===== src/rtl/frame_align_eval.sv =====
module frame_align_eval #(
  parameter int FRAME_CLKS = 4096,
  parameter int OFS_W      = 13
) (
  input  logic             clk,
  input  logic             rst_n,
  input  logic             frame_pulse,
  input  logic             eval_strobe,
  input  logic             gci_mode,
  input  logic             start_eval,
  output logic [OFS_W-1:0] offset,
  output logic             eval_done
);

  localparam int CW = $clog2(FRAME_CLKS);
  localparam logic [CW-1:0] LAST = CW'(FRAME_CLKS - 1);

  typedef enum logic [1:0] {IDLE, RUN, DONE} st_t;

  st_t              st;
  logic             fp_q, sp_q, sn_q, start_q, runf, got;
  logic [1:0]       lowf;
  logic [CW-1:0]    cnt_q;
  logic [OFS_W-1:0] ofs_q;

  // normalise polarity: active edge is always 0 -> 1
  wire fp_n = frame_pulse ^ ~gci_mode;
  wire st_n = eval_strobe ^ ~gci_mode;

  wire fedge    = fp_n & ~fp_q;
  wire half_hit = ~sp_q & sn_q;
  wire full_hit = ~sn_q & st_n;
  wire s_hit    = half_hit | full_hit;

  wire [CW-1:0] cur  = fedge ? '0 : cnt_q;
  wire [CW-1:0] prev = (cur == '0) ? LAST : cur - 1'b1;
  wire [CW-1:0] whole = half_hit ? prev : cur;
  wire [OFS_W-1:0] meas = {(OFS_W-1)'(whole), half_hit};

  wire win = fedge ? ~runf : runf;

  always_ff @(negedge clk or negedge rst_n)
    if (!rst_n) sn_q <= 1'b0;
    else        sn_q <= st_n;

  always_ff @(posedge clk or negedge rst_n) begin
    if (!rst_n) begin
      fp_q    <= 1'b0;
      sp_q    <= 1'b0;
      start_q <= 1'b0;
      cnt_q   <= '0;
    end else begin
      fp_q    <= fp_n;
      sp_q    <= st_n;
      start_q <= start_eval;
      cnt_q   <= fedge ? CW'(1) : (cnt_q == LAST ? '0 : cnt_q + 1'b1);
    end
  end

  always_ff @(posedge clk or negedge rst_n) begin
    if (!rst_n) begin
      st        <= IDLE;
      lowf      <= '0;
      runf      <= 1'b0;
      got       <= 1'b0;
      ofs_q     <= '0;
      eval_done <= 1'b0;
    end else if (!start_eval) begin
      st        <= IDLE;
      eval_done <= 1'b0;
      if (fedge && lowf != 2'd2) lowf <= lowf + 1'b1;
    end else begin
      lowf <= '0;
      case (st)
        IDLE: if (!start_q && lowf == 2'd2) begin
          st    <= RUN;
          runf  <= 1'b0;
          got   <= 1'b0;
          ofs_q <= '0;
        end
        RUN: begin
          if (win && s_hit && !got) begin
            ofs_q <= meas;
            got   <= 1'b1;
          end
          if (fedge) begin
            if (!runf) runf <= 1'b1;
            else begin
              st        <= DONE;
              eval_done <= 1'b1;
            end
          end
        end
        default: ;
      endcase
    end
  end

  assign offset = ofs_q;

  p_clear_r4: assert property (@(posedge clk) disable iff (!rst_n)
    !start_eval |=> !eval_done);

  p_done_on_frame_r3: assert property (@(posedge clk) disable iff (!rst_n)
    $rose(eval_done) |-> $past(fedge));

  p_hold_r4: assert property (@(posedge clk) disable iff (!rst_n)
    (eval_done && start_eval) |=> $stable(offset));

  p_range_r8: assert property (@(posedge clk) disable iff (!rst_n)
    offset[OFS_W-1:1] <= (OFS_W-1)'(LAST));

  p_accept_r2: assert property (@(posedge clk) disable iff (!rst_n)
    (st == RUN && $past(st) == IDLE) |-> $past(lowf) == 2'd2);

endmodule


===== config.mk =====
export PLATFORM = sky130hd
export DESIGN_NAME = frame_align_eval
export DESIGN_NICKNAME = d
export VERILOG_FILES = /design/src/rtl/frame_align_eval.sv
export SDC_FILE = /design/constraint.sdc
export NUM_CORES = 1
export LEC_CHECK = 0
export BUFFER_PORTS_ARGS = -buffer_cell sky130_fd_sc_hd__buf_2
export CAP_MARGIN = 40
export CORE_MARGIN = 3
export CORE_UTILIZATION = 25
export DETAILED_ROUTE_END_ITERATION = 7
export GPL_TIMING_DRIVEN = 0
export PLACE_DENSITY_LB_ADDON = 0.3
export SLEW_MARGIN = 20
export SYNTH_ARGS = -nofsm -noshare
export SYNTH_HDL_FRONTEND = slang
export SYNTH_SLANG_ARGS = --single-unit

===== constraint.sdc =====
create_clock -name clk -period 5.35 [get_ports clk]
set_input_delay 0.535 -clock clk [delete_from_list [all_inputs] [get_ports clk]]
set_output_delay 0.535 -clock clk [all_outputs]
set_load 0.1 [all_outputs]

; Yosys cells after proc, flatten, opt, wreduce, memory -nomap -nowiden
; Cells that the tools add are included.
; W data, S select, Z words.
[word_totals]
mem_count = 0
ramBits = 0
register_bits = 36
latch_bits = 0
output_inout_bits = 14
in_bits = 6
mem_bits_ro = 0
word_cells = 78
[op_classes]
div = 0
n_reduce_logical = 14
n_lt_le_gt_ge = 0
shift = 0
n_addsub = 3
n_mux = 25
n_bitwise = 11
multipliers = 0
n_eq_ne = 14
[ops]
columns = operator, count
row1 = $mux W12, 5
row2 = $mux W13, 2
row3 = $pmux W13 S2, 1
row4 = $add A12 B1 Y12 const B, 1
row5 = $eq A12 B12 Y1 const B, 1
row6 = $logic_not A12 Y1, 1
row7 = $mux W2, 6
row8 = $reduce_and A4 Y1, 3
row9 = $sub A12 B1 Y12 const B, 1
row10 = $ne A3 B3 Y1 const B, 3
row11 = $mux W1, 8
row12 = $ne A2 B2 Y1 const B, 4
row13 = $ne A2 B1 Y1 const B, 3
row14 = $not A1 Y1, 5
row15 = $logic_and A1 B1 Y1, 4
row16 = $pmux W1 S2, 2
row17 = $pmux W2 S2, 1
row18 = $reduce_bool A2 Y1, 2
row19 = $and A1 B1 Y1, 3
row20 = $ne A3 B1 Y1 const B, 1
row21 = $reduce_and A3 Y1, 1
row22 = $add A2 B1 Y2 const B, 1
row23 = $eq A2 B1 Y1 const B, 1
row24 = $eq A2 B2 Y1 const B, 1
row25 = 4 further kinds, 6

; Longest topological paths before layout
[logic_depth]
depth_word = 9
ltp_mapped = 11

==> results.py <==
metrics = {
    "clocking": {
        "clkTransAtPathRegs_ns": 0.07,
        "ctsHoldBuffers": 0,
        "cts.root.buffer_cell": "clkbuf_8",
        "cts_sinks": 36,
        "cts_tree": "yes",
        "insertion_delay_ns": 0.28,
        "clockBufferDepth": 2,
        "post_cts_buffers": 0,
        "cts_resized": 0,
        "cts_max_level": 2,
        "cts_made_buffers": 5,
    },
    "sta": {
        "drv_slew": 0,
        "fin_skew_ns": 0.00623,
        "layout_setup_ws_ns": 0.791,
        "slew_headroom_pct": 53.5,
        "rsz0062_at_grt": "no",
        "setup_violations": 0,
        "fin_setup_tns_ns": 0,
        "hold_violations": 0,
        "worst-slew-pin-transition_ns": 0.695,
    },
    "worst_setup_path": {
        "worstSetupStartpointType": "flip-flop",
        "r2r-end": "offset[6]",
        "path_class": "reg2reg",
        "worstPathMaxFanout": 10,
        "regToRegSetupSlack_ns": 0.79,
        "r2r-start": "sn_q",
        "end_kind": "flip-flop",
        "r2r_cells": 5,
        "required_ns": 5.51,
        "crit_start": "sn_q",
        "crit_arrival_ns": 4.72,
        "crit_end": "offset[6]",
    },
    "drt": {
        "wl_um": 4600,
        "drc": 0,
        "dr.pass1.iters": 4,
        "via_per_inst": 4.77,
        "first_iter_violations": 163,
        "via_count": 1609,
        "wl_per_cell_um": 13.7,
        "ant_nets": 0,
    },
    "layout": {
        "seqCellArea_um2": 901,
        "stdcell_area_mm2": 0.00234,
        "layout_commonest_cell": "dfrtp_1",
        "nFillCells": 855,
        "layout_common_cells": "dfrtp_1 (35), buf_2 (22), nor2_1 (19)",
        "areaGrowthSynthToFinish_pct": 16.3,
        "final_nets": 244,
        "n_antenna_cell": 0,
        "final_util_pct": 30.2,
        "drive_gt1_share_pct": 19.1,
        "multiInputGateArea_mm2": 0.00101,
    },
    "yosys": {
        "synthCells": 208,
        "synth_top_cell_by_area": "dfrtp_1",
        "synth_compound_area_share_pct": 20.4,
        "synth-seq-cells": 36,
        "synth_flop_cell": "dfrtp_1",
        "synthAdderAreaFrac_pct": 1.86,
        "ys_warn_count": 0,
        "netlist_area_mm2": 0.00202,
        "synth_mux_area_share_pct": 0,
        "synth_area_leaders": "dfrtp_1 (43%), nor2_1 (3.5%), a21oi_1 (3.5%), nand3_1 (2.7%), o2bb2ai_1 (2.6%)",
        "synthSimpleGateAreaFrac_pct": 22.5,
        "synth-xor-area-share_pct": 5.58,
        "syn_nets": 217,
        "avgSynthCellArea_um2": 9.70,
        "async_flop_share_pct": 100,
        "synth_top_family_by_area": "simple AND/OR/NAND/NOR gates",
        "synth_top_area_share_pct": 43.4,
        "synth_edf_count": 0,
        "synthDistinctLibCells": 55,
        "ys_seq_area_share_pct": 44.7,
    },
    "place": {
        "placed_cell_area_mm2": 0.00224,
        "place_congestion": 0.874,
        "dp_hpwl_um": 3410,
        "dp_worst_setup_slack_ns": 0.851,
        "io_buffers": 19,
    },
    "power": {
        "power_density_mw_per_mm2": 308,
        "peakVddDrop_uv": 110,
        "power_leakage_uw": 0.00105,
    },
    "run": {
        "cap_violations": 0,
    },
    "die": {
        "die_w_um": 95.8,
        "dieArea_mm2": 0.00918,
        "row_count": 32,
        "core_area_mm2": 0.00777,
        "start_util_pct": 26.0,
        "dieHeight_um": 95.8,
        "ios": 20,
    },
    "global_routing": {
        "grt_start_max_net_pins": 37,
        "grt_overflow": 0,
        "track_usage_pct": 10.9,
        "antenna_found_initial": 0,
        "grt_first_pass_wirelength_um": 7880,
        "grt_pass1_vias": 1565,
    },
    "status": {
        "status": "complete, no violations",
    },
    "hold_path": {
        "hold_class": "in2async",
    },
}
==> flip-flops by register name, indices dropped and copies added, names as in the netlist <==
signal / flops
cnt_q: 12
eval_done: 1
fp_q: 1
got: 1
lowf: 2
offset: 13
runf: 1
sn_q: 1
sp_q: 1
st: 2
start_q: 1
==> where the power goes <==
group          internal (uW)  leakage [uW]  total, uW  switching [uW]
combinational           82.3      0.000527        228             145
sequential               292      0.000486        315            23.5
clock                   88.5     0.0000410        179            90.9
==> critical path, cell delays in order (launching register included) <==
cell	delay [ns]
dfrtn_1	0.41
nor2b_1	0.37
clkbuf_1	0.41
nand3_1	0.13
a311oi_1	0.32
o2bb2ai_1	0.11
==> stage by stage <==
stage	hold slack [ns]	std cells	total power, uW
3_5_place_dp	0.464	329	546
4_1_cts	0.371	336	729
5_1_grt	0.220	337	773
6_report	0.194	337	722
2_1_floorplan	0.239	208	488
3_3_place_gp	0.458	329	546
==> cells by family (layout without fill, tap and decap cells) <==
group | after synthesis | in the layout
simple gates | 81 | 81
compound gates | 56 | 56
flops | 36 | 36
buf+inv | 20 | 47
xor+xnor | 12 | 12
fa+ha+maj | 3 | 3
==> final cells by class <==
cell class / instances / share of cell area [%]
multi-input cells: 152 / 43.3
flip-flops and latches: 36 / 38.4
well taps: 102 / 5.44
repair buffers: 20 / 5.23
clock buffers: 6 / 3.09
plain buffers: 11 / 2.88
inverters: 9 / 1.44
clock inverters: 1 / 0.213
==> routing by layer <==
layer  share of wire [%]  GRT usage, %  routed length [um]
met5                   0             0                   0
met3                 4.6          2.35                 212
met4                0.24          2.49                  11
met1                  51          16.4                2340
met2                  44          16.0                2040
==> worst min path at each step <==
stage                     slack [ns]   endpoint       from  cells after the start
final                           0.19    start_q      rst_n                      1
after global routing            0.22      st[1]      rst_n                      1
after CTS                       0.37      st[1]      rst_n                      1
after detailed placement        0.46  offset[0]  offset[0]                      1
after global placement          0.46  offset[0]  offset[0]                      1
after floorplan                 0.24   cnt_q[0]      rst_n                      0
==> synth_stat cells, types with 3 or more instances <==
cell type,count
o211ai_1,3
nor2_1,19
buf_2,3
inv_1,8
o2bb2ai_1,6
nor4_1,3
a21oi_1,14
nand4_1,4
dfrtp_1,35
xnor2_1,5
nand2_1,13
and3_1,3
clkbuf_1,4
o21ai_0,9
nor3b_1,3
xor2_1,6
or3_1,3
nand3_1,11
nor2b_1,3
ha_1,3
(Power assumes the default switching activity.)
